`config.mk`:
```
export PLATFORM = sky130hd
export DESIGN_NAME = lane_spare_remap
export DESIGN_NICKNAME = d
export VERILOG_FILES = /design/src/rtl/lsr_pkg.sv /design/src/rtl/lsr_cfg.sv /design/src/rtl/lsr_tx_map.sv /design/src/rtl/lsr_rx_map.sv /design/src/rtl/lane_spare_remap.sv
export SDC_FILE = /design/constraint.sdc
export NUM_CORES = 1
export LEC_CHECK = 0
export BUFFER_PORTS_ARGS = -buffer_cell sky130_fd_sc_hd__buf_2
export CAP_MARGIN = 10
export CORE_MARGIN = 5
export CORE_UTILIZATION = 35
export DETAILED_ROUTE_END_ITERATION = 8
export PLACE_DENSITY = 0.72
export SLEW_MARGIN = 20
export SYNTH_ARGS = -nofsm -noshare
export SYNTH_HDL_FRONTEND = slang
export SYNTH_SLANG_ARGS = --single-unit
```
`constraint.sdc`:
```
create_clock -name clk -period 6.2 [get_ports clk]
set_clock_uncertainty 0.15 [all_clocks]
set_input_delay 1.24 -clock clk [delete_from_list [all_inputs] [get_ports clk]]
set_output_delay 1.24 -clock clk [all_outputs]
set_load 0.02 [all_outputs]
```
`src/rtl/lsr_pkg.sv`:
```
package lsr_pkg;
  localparam int unsigned LSR_MAX_SPARE = 8;
  localparam int unsigned LSR_FIELD     = 8;

  // Physical slot of logical signal idx given an ascending fault list.
  // Each fault at or below the running position pushes the signal up one.
  function automatic int unsigned shift_slot(int unsigned idx,
                                             logic [LSR_MAX_SPARE*LSR_FIELD-1:0] flist,
                                             int unsigned nf);
    int unsigned p;
    p = idx;
    for (int k = 0; k < LSR_MAX_SPARE; k++) begin
      if (k < nf && 32'(flist[k*LSR_FIELD +: LSR_FIELD]) <= p) p = p + 1;
    end
    return p;
  endfunction
endpackage

```
`src/rtl/lsr_cfg.sv`:
```
module lsr_cfg
  import lsr_pkg::*;
#(
  parameter int unsigned N_SIG   = 8,
  parameter int unsigned N_SPARE = 2,
  parameter int unsigned IDX_W   = 4
) (
  input  logic                       clk,
  input  logic                       rst_n,
  input  logic                       busy,
  input  logic                       we,
  input  logic                       en,
  input  logic [N_SPARE*IDX_W-1:0]   fault,
  output logic                       err,
  output logic [N_SIG*IDX_W-1:0]     slot
);
  localparam int unsigned NPHY = N_SIG + N_SPARE;

  logic                     en_q;
  logic [N_SPARE*IDX_W-1:0] fault_q;
  logic                     list_ok;
  logic [LSR_MAX_SPARE*LSR_FIELD-1:0] flist;

  always_comb begin
    list_ok = 1'b1;
    if (en) begin
      for (int k = 0; k < N_SPARE; k++) begin
        if (32'(fault[k*IDX_W +: IDX_W]) >= NPHY) list_ok = 1'b0;
        if (k > 0 && fault[k*IDX_W +: IDX_W] <= fault[(k-1)*IDX_W +: IDX_W]) list_ok = 1'b0;
      end
    end
  end

  always_ff @(posedge clk) begin
    if (!rst_n) begin
      en_q    <= 1'b0;
      fault_q <= '0;
      err     <= 1'b0;
    end else if (we && !busy) begin
      if (list_ok) begin
        en_q    <= en;
        fault_q <= fault;
        err     <= 1'b0;
      end else begin
        err     <= 1'b1;
      end
    end
  end

  always_comb begin
    flist = '0;
    for (int k = 0; k < N_SPARE; k++) flist[k*LSR_FIELD +: LSR_FIELD] = 8'(fault_q[k*IDX_W +: IDX_W]);
  end

  always_comb begin
    for (int i = 0; i < N_SIG; i++)
      slot[i*IDX_W +: IDX_W] = IDX_W'(shift_slot(i, flist, en_q ? N_SPARE : 0));
  end

  p_busy_hold_r5: assert property (@(posedge clk) disable iff (!rst_n)
    we && busy |=> $stable(en_q) && $stable(fault_q) && $stable(err));
  p_reject_flag_r7: assert property (@(posedge clk) disable iff (!rst_n)
    we && !busy && !list_ok |=> err && $stable(fault_q));
  p_accept_clear_r7: assert property (@(posedge clk) disable iff (!rst_n)
    we && !busy && list_ok |=> !err);

  for (genvar k = 0; k < N_SPARE; k++) begin : g_chk
    p_stored_range_r7: assert property (@(posedge clk) disable iff (!rst_n)
      en_q |-> 32'(fault_q[k*IDX_W +: IDX_W]) < NPHY);
  end
endmodule

```
`src/rtl/lsr_tx_map.sv`:
```
module lsr_tx_map #(
  parameter int unsigned N_SIG   = 8,
  parameter int unsigned N_SPARE = 2,
  parameter int unsigned IDX_W   = 4,
  parameter int unsigned W       = 8
) (
  input  logic                            clk,
  input  logic                            rst_n,
  input  logic [N_SIG*IDX_W-1:0]          slot,
  input  logic [N_SIG*W-1:0]              in_data,
  output logic [(N_SIG+N_SPARE)*W-1:0]    out_data
);
  localparam int unsigned NPHY = N_SIG + N_SPARE;

  // Gather per physical IO: at most one logical signal claims each slot.
  always_comb begin
    out_data = '0;
    for (int j = 0; j < NPHY; j++) begin
      for (int i = 0; i < N_SIG; i++) begin
        if (32'(slot[i*IDX_W +: IDX_W]) == j) out_data[j*W +: W] = in_data[i*W +: W];
      end
    end
  end

  p_last_in_range_r2: assert property (@(posedge clk) disable iff (!rst_n)
    32'(slot[(N_SIG-1)*IDX_W +: IDX_W]) < NPHY);

  for (genvar i = 1; i < N_SIG; i++) begin : g_ord
    p_slot_increasing_r4: assert property (@(posedge clk) disable iff (!rst_n)
      slot[i*IDX_W +: IDX_W] > slot[(i-1)*IDX_W +: IDX_W]);
  end
endmodule

```
`src/rtl/lsr_rx_map.sv`:
```
module lsr_rx_map #(
  parameter int unsigned N_SIG   = 8,
  parameter int unsigned N_SPARE = 2,
  parameter int unsigned IDX_W   = 4,
  parameter int unsigned W       = 8
) (
  input  logic                            clk,
  input  logic                            rst_n,
  input  logic [N_SIG*IDX_W-1:0]          slot,
  input  logic [(N_SIG+N_SPARE)*W-1:0]    in_data,
  output logic [N_SIG*W-1:0]              out_data
);
  localparam int unsigned NPHY = N_SIG + N_SPARE;

  always_comb begin
    out_data = '0;
    for (int i = 0; i < N_SIG; i++) begin
      for (int j = 0; j < NPHY; j++) begin
        if (32'(slot[i*IDX_W +: IDX_W]) == j) out_data[i*W +: W] = in_data[j*W +: W];
      end
    end
  end

  p_first_within_spares_r3: assert property (@(posedge clk) disable iff (!rst_n)
    32'(slot[IDX_W-1:0]) <= N_SPARE);
endmodule

```
`src/rtl/lane_spare_remap.sv`:
```
module lane_spare_remap #(
  parameter int unsigned N_SIG   = 8,
  parameter int unsigned N_SPARE = 2,
  parameter int unsigned W       = 8,
  parameter int unsigned IDX_W   = $clog2(N_SIG + N_SPARE + 1)
) (
  input  logic                            clk,
  input  logic                            rst_n,
  input  logic                            cfg_we,
  input  logic                            cfg_en,
  input  logic [N_SPARE*IDX_W-1:0]        cfg_fault,
  output logic                            cfg_err,
  input  logic                            tx_in_valid,
  output logic                            tx_in_ready,
  input  logic [N_SIG*W-1:0]              tx_in_data,
  output logic                            tx_out_valid,
  input  logic                            tx_out_ready,
  output logic [(N_SIG+N_SPARE)*W-1:0]    tx_out_data,
  input  logic                            rx_in_valid,
  output logic                            rx_in_ready,
  input  logic [(N_SIG+N_SPARE)*W-1:0]    rx_in_data,
  output logic                            rx_out_valid,
  input  logic                            rx_out_ready,
  output logic [N_SIG*W-1:0]              rx_out_data
);
  logic                   busy;
  logic [N_SIG*IDX_W-1:0] slot;

  assign busy         = tx_in_valid | rx_in_valid;
  assign tx_out_valid = tx_in_valid;
  assign tx_in_ready  = tx_out_ready;
  assign rx_out_valid = rx_in_valid;
  assign rx_in_ready  = rx_out_ready;

  lsr_cfg #(.N_SIG(N_SIG), .N_SPARE(N_SPARE), .IDX_W(IDX_W)) u_cfg (
    .clk(clk), .rst_n(rst_n), .busy(busy), .we(cfg_we), .en(cfg_en),
    .fault(cfg_fault), .err(cfg_err), .slot(slot));

  lsr_tx_map #(.N_SIG(N_SIG), .N_SPARE(N_SPARE), .IDX_W(IDX_W), .W(W)) u_tx (
    .clk(clk), .rst_n(rst_n), .slot(slot), .in_data(tx_in_data), .out_data(tx_out_data));

  lsr_rx_map #(.N_SIG(N_SIG), .N_SPARE(N_SPARE), .IDX_W(IDX_W), .W(W)) u_rx (
    .clk(clk), .rst_n(rst_n), .slot(slot), .in_data(rx_in_data), .out_data(rx_out_data));

  p_stream_pass_r8: assert property (@(posedge clk) disable iff (!rst_n)
    (tx_out_valid == tx_in_valid) && (rx_in_ready == rx_out_ready));
endmodule

```
Yosys cells after proc, flatten, opt, wreduce, memory -nomap -nowiden
Index checks and enable logic that the tools add are counted.
{"block": "totals", "ff_bits": 10, "input_bits": 160, "output_inout_bits": 149, "word_cells": 512}
{"block": "op_classes", "addsub": 56, "order_cmp": 75, "eq_ne": 72, "mux": 230, "bitwise": 1, "n_reduce_logical": 75}
{"op": "$le 1x32->1 const A", "count": 48}
{"op": "$mux 32", "count": 48}
{"op": "$add 32x1->32 const B", "count": 40}
{"op": "$mux 8", "count": 160}
{"op": "$eq 4x3->1 const B", "count": 32}
{"op": "$lt 3x32->1 const A", "count": 4}
{"op": "$logic_and 1x1->1", "count": 65}
{"op": "$eq 4x2->1 const B", "count": 16}
{"op": "$eq 4x4->1 const B", "count": 16}
{"op": "$lt 1x32->1 const A", "count": 2}
{"op": "$lt 2x32->1 const A", "count": 2}
{"op": "$mux 4", "count": 9}
{"op": "$add 4x1->4 const B", "count": 8}
{"op": "$eq 4x1->1 const B", "count": 8}
{"op": "$logic_not 4->1", "count": 8}
{"op": "$add 3x1->4 const B", "count": 4}
{"op": "$le 4x3->1", "count": 4}
{"op": "$le 4x3->1 const B", "count": 4}
{"op": "$mux 1", "count": 9}
{"op": "$ge 4x4->1 const B", "count": 2}
{"op": "$le 4x1->1 const B", "count": 2}
{"op": "$le 4x2->1", "count": 2}
{"op": "$le 4x2->1 const B", "count": 2}
{"op": "$le 4x4->1", "count": 2}
{"op": "9 further kinds", "count": 12}

Depth between registers and ports, before layout
{"block": "logic_depth", "word_depth": 36, "depth_mapped": 18, "ltp_nobuf": 16}

Hierarchy
From an unflattened synthesis, not the netlist that was laid out.
{"block": "unflattened", "hier_cells": 2039, "hier_area_um2": 14108.5}
{"module": "lsr_rx_map", "n_inst": 1, "cells_per_inst": 911, "area_per_inst_um2": 6537.5, "seq_area_each_um2": 0.0}
{"module": "lsr_tx_map", "n_inst": 1, "cells_per_inst": 972, "area_per_inst_um2": 6317.3, "seq_area_each_um2": 0.0}
{"module": "lsr_cfg", "n_inst": 1, "cells_per_inst": 151, "area_per_inst_um2": 1217.4, "seq_area_each_um2": 200.2}
{"module": "lane_spare_remap", "n_inst": 1, "cells_per_inst": 5, "area_per_inst_um2": 36.3, "seq_area_each_um2": 0.0}

Worst setup path before layout
No wires, ideal clock.
{"block": "synth_path", "path_kind": "flip-flop to output port", "from": "reg u_cfg.fault_q[3]", "to": "out tx_out_data[60]", "arrival_ns": 3.748, "required_ns": 4.810, "setup_slack_ns": 1.062, "path_stages_with_launch": 19, "path_buffers": 2, "path_cell_list": "dfxtp_1 -> nand2b_1 -> inv_1 -> nand2b_1 -> inv_1 -> ha_1 -> nor2b_1 -> o21ai_0 -> nand2b_1 -> a21oi_1 -> inv_1 -> ha_1 -> clkbuf_1 -> nor2b_1 -> buf_2 -> a21oi_1 -> a221oi_1 -> o22ai_1 -> o21ai_0"}
{"block": "synth_via", "elab_chain_len": 33, "word_cells_on_any_way": 264, "classes_between": "add/sub: 56; order compare: 64; eq/ne: 8; mux: 72; reduce/logical: 64"}
{"element": "from (decl)", "line": "lsr_cfg.sv:20", "text": "logic [N_SPARE*IDX_W-1:0] fault_q;"}
{"element": "from (signal assigned)", "line": "lsr_cfg.sv:42", "text": "fault_q <= fault;"}
{"element": "$le 4x1->1", "line": "lsr_pkg.sv:13", "text": "if (k < nf && 32'(flist[k*LSR_FIELD +: LSR_FIELD]) <= p) p = p + 1;"}
{"element": "$logic_and 1x1->1", "line": "lsr_pkg.sv:13"}
{"element": "$mux 1", "line": "lsr_pkg.sv:13"}
{"element": "$le 4x1->1", "line": "lsr_pkg.sv:13"}
{"element": "$logic_and 1x1->1", "line": "lsr_pkg.sv:13"}
{"element": "$mux 32", "line": "lsr_pkg.sv:13"}
{"element": "$le 1x32->1", "line": "lsr_pkg.sv:13"}
{"element": "$logic_and 1x1->1", "line": "lsr_pkg.sv:13"}
{"element": "(+11 left out)"}
{"element": "$logic_and 1x1->1", "line": "lsr_pkg.sv:13"}
{"element": "$mux 32", "line": "lsr_pkg.sv:13"}
{"element": "$le 1x32->1", "line": "lsr_pkg.sv:13"}
{"element": "$logic_and 1x1->1", "line": "lsr_pkg.sv:13"}
{"element": "$mux 4", "line": "lsr_pkg.sv:13"}
{"element": "$eq 4x3->1", "line": "lsr_tx_map.sv:20", "text": "if (32'(slot[i*IDX_W +: IDX_W]) == j) out_data[j*W +: W] = in_data[i*W +: W];"}
{"element": "$mux 8 (7 in a row)", "line": "lsr_tx_map.sv:20"}
{"element": "$mux 8 (*)", "line": "lsr_tx_map.sv:20"}
{"element": "to (decl)", "line": "lane_spare_remap.sv:18", "text": "output logic [(N_SIG+N_SPARE)*W-1:0] tx_out_data,"}
Every way passes the cells marked *; elsewhere a longest branch is shown, timed or not.

Final worst setup path
{"block": "layout_path", "from": "reg u_cfg.fault_q[3]", "to": "out rx_out_data[30]"}
{"block": "layout_via", "elab_chain_len": 35, "word_cells_on_any_way": 51, "classes_between": "add/sub: 7; order compare: 8; eq/ne: 9; mux: 18; reduce/logical: 9"}
{"element": "$le 4x2->1 (*)", "line": "lsr_pkg.sv:13"}
{"element": "$logic_and 1x1->1 (*)", "line": "lsr_pkg.sv:13"}
{"element": "$mux 3 (*)", "line": "lsr_pkg.sv:13"}
{"element": "$le 4x3->1", "line": "lsr_pkg.sv:13"}
{"element": "$logic_and 1x1->1", "line": "lsr_pkg.sv:13"}
{"element": "$mux 32 (*)", "line": "lsr_pkg.sv:13"}
{"element": "$le 1x32->1", "line": "lsr_pkg.sv:13"}
{"element": "$logic_and 1x1->1", "line": "lsr_pkg.sv:13"}
{"element": "(+11 left out)"}
{"element": "$logic_and 1x1->1", "line": "lsr_pkg.sv:13"}
{"element": "$mux 32 (*)", "line": "lsr_pkg.sv:13"}
{"element": "$le 1x32->1", "line": "lsr_pkg.sv:13"}
{"element": "$logic_and 1x1->1", "line": "lsr_pkg.sv:13"}
{"element": "$mux 4 (*)", "line": "lsr_pkg.sv:13"}
{"element": "$logic_not 4->1", "line": "lsr_rx_map.sv:19", "text": "if (32'(slot[i*IDX_W +: IDX_W]) == j) out_data[i*W +: W] = in_data[j*W +: W];"}
{"element": "$mux 8 (9 in a row)", "line": "lsr_rx_map.sv:19"}
{"element": "$mux 8 (*)", "line": "lsr_rx_map.sv:19"}
{"element": "to (decl)", "line": "lane_spare_remap.sv:24", "text": "output logic [N_SIG*W-1:0] rx_out_data"}
Marks and branches as above.

==> qor.yml <==
status:
  outcome: "finished clean"
cells_and_area:
  multi_input_area_um2: 5440
  final_util_pct: 43.9
  fillCellCount: 1999
  fin_nets: 1537
  final_area_um2: 7820
  regArea_um2: 200
  drive_above_1_share_pct: 25.6
  n_antenna_cell: 0
  syn_to_final_growth_pct: 24.4
global_routing:
  overflow: 0
  antenna_found_initial: 2
  grt_max_degree: 35
  first_global_vias: 8560
  grtUsageTotal_pct: 28.5
  grt_pass1_wl_um: 47400
critical_path:
  endpoint_kind: "output port"
  cp_max_fo: 22
  start_kind: "flop"
  critPathArrivalTime_ns: 4.52
  crit_required_ns: 4.81
  crit_type: "flop to output port"
drt:
  drt_iter0_drc: 949
  vias_per_cell: 6.06
  drc_errors: 0
  drt-total-wl_um: 32100
  ant_nets: 0
  via_count: 9466
  avgRoutedWirePerCell_um: 20.5
  drtPass1Iterations: 8
power:
  peakVddDrop_uv: 122
  p_per_area_nw_per_um2: 98.2
  power_mw: 0.768
  leakage_nw: 3.75
clock_network:
  cts_tree: "yes"
  cts.path.max_buffers: 2
  cts_buffers: 3
  ctsRootBufferMaster: "clkbuf_16"
  postCtsHoldBufs: 0
  clkTransAtPathRegs_ns: 0.04
  htree_num_levels: 1
  cts.sinks: 10
  clk_latency_ns: 0.24
  cts_setup_buffers: 0
  cts_resized: 0
sta:
  setup_viol: 0
  rsz0062_at_grt: "yes"
  finalMaxSlewViolations: 0
  fin_tns_setup_ns: 0
  hold_viol_final: 0
  slew_headroom_pct: 25.8
  min_period_over_period_pct: 95.3
  worst_pin_slew_ns: 1.11
  finalCriticalPeriod_ns: 5.91
  finalWorstSetupSlack_ns: 0.293
  max_freq_mhz: 169
worst_hold_path:
  hp-class: "flop to flop"
placement:
  dpl_cell_area_um2: 7720
  io_buffers: 304
  gp_congestion: 0.975
  dpl_worst_slack_ns: 0.480
  hpwlAfterDp_um: 25500
floorplan:
  die_w_um: 144
  dieArea_um2: 20800
  die_h_um: 144
  rows: 49
  core_um2: 17800
  start_util_pct: 35.3
  io_pins: 309
synth:
  syn-num-nets: 1336
  synth-seq-cells: 10
  ys_warn_count: 0
  synth_ff_type: "dfxtp_1"
  syn_avg_cell_area_um2: 5.55
  synthArstFlopShare_pct: 0
  syn_area_um2: 6290
  synth_cell_type_count: 46
  synth-edff-count: 0
  synthesis.instances: 1134
  yosysSeqAreaShare_pct: 3.18
job:
  drv_cap: 0
cell usage after synthesis, types with 9 or more instances:
cell | n | share of area (%)
a211o_1 | 12 | 1.7
a211oi_1 | 41 | 4.9
a21oi_1 | 157 | 12
a221oi_1 | 27 | 3.8
a22oi_1 | 30 | 3.6
a31oi_1 | 30 | 3.0
and2_1 | 10 | 0.99
clkbuf_1 | 98 | 5.8
dfxtp_1 | 10 | 3.2
ha_1 | 42 | 8.4
inv_1 | 43 | 2.6
nand2_1 | 247 | 15
nand2b_1 | 12 | 1.2
nand3_1 | 30 | 2.4
nand3b_1 | 30 | 3.6
nor2_1 | 71 | 4.2
nor2b_1 | 16 | 1.6
o211ai_1 | 9 | 1.1
o21ai_0 | 124 | 9.9
critical path, stage by stage, from the launching register on:
cell and delay (ns):
dfxtp_1 0.44, nand2b_1 0.35, inv_1 0.19, nand2b_1 0.25, inv_1 0.13, ha_1 0.30
nor2b_1 0.13, o21ai_0 0.14, nand2b_1 0.07, a21oi_1 0.23, inv_1 0.11, ha_2 0.44
nor2b_1 0.57, a22oi_1 0.19, nor2_1 0.14, a21oi_1 0.05, o21ai_0 0.30, buf_2 0.23
layer usage:
layer / GRT usage (%) / routed length [µm] / part of all wire (%)
met4: 14.8 / 1960 / 6.1
met1: 33.6 / 11700 / 37
met2: 49.5 / 15100 / 47
met3: 4.86 / 3310 / 10
met5: 0 / 22 / 0.069
final cells by class:
class / count / area share [%]
clock buffers: 4 / 1.14
multi-input cells: 956 / 69.5
flip-flops and latches: 10 / 2.56
inverters: 43 / 2.06
well taps: 229 / 3.66
repair buffers: 321 / 21.1
cells by family (layout without fill, tap and decap cells):
group	after synthesis	after routing	share of synthesized area, %
compound gates	462	462	44.4
fa+ha+maj	42	42	8.35
buf+inv	168	368	10.7
flops	10	10	3.18
mux	13	13	2.17
simple gates	439	439	31.2
worst paths after layout:
kind | slack (ns) | cells past startpoint | endpoint | start
worst max-delay path | 0.29 | 17 | rx_out_data[30] | u_cfg.fault_q[3]
worst min-delay path | 0.35 | 2 | u_cfg.fault_q[4] | u_cfg.fault_q[4]
worst min register to register | 0.35 | 2 | u_cfg.fault_q[4] | u_cfg.fault_q[4]
worst max register to register | 5.17 | 2 | u_cfg.fault_q[5] | u_cfg.fault_q[5]
flip-flops by register name (all words and copies together), names as in the netlist:
signal / flops
u_cfg.fault_q: 8
u_cfg.en_q: 1
u_cfg.err: 1
layout by cell type, fill, tap and decap left out, types with 17 or more instances in the layout:
cell	instances
buf_2	304
a22oi_1	30
a221oi_1	27
a31oi_1	30
a21oi_1	157
nand3b_1	30
nand3_1	30
o21ai_0	124
nor2_1	71
a211oi_1	41
ha_1	41
buf_4	17
inv_1	43
nand2_1	247
through the flow:
stage                     hold slack (ns)  cells
after floorplan                     0.301   1134
after global placement              0.333   1559
after detailed placement            0.341   1559
after CTS                           0.347   1563
after global routing                0.399   1563
final                               0.351   1563
where the power goes:
| part | internal, mW | switching, mW |
|---|---|---|
| registers | 0.0663 | 0.00299 |
| clock network | 0.0973 | 0.0335 |
| logic | 0.197 | 0.372 |
| total | 0.360 | 0.408 |
(Power assumes the default switching activity.)
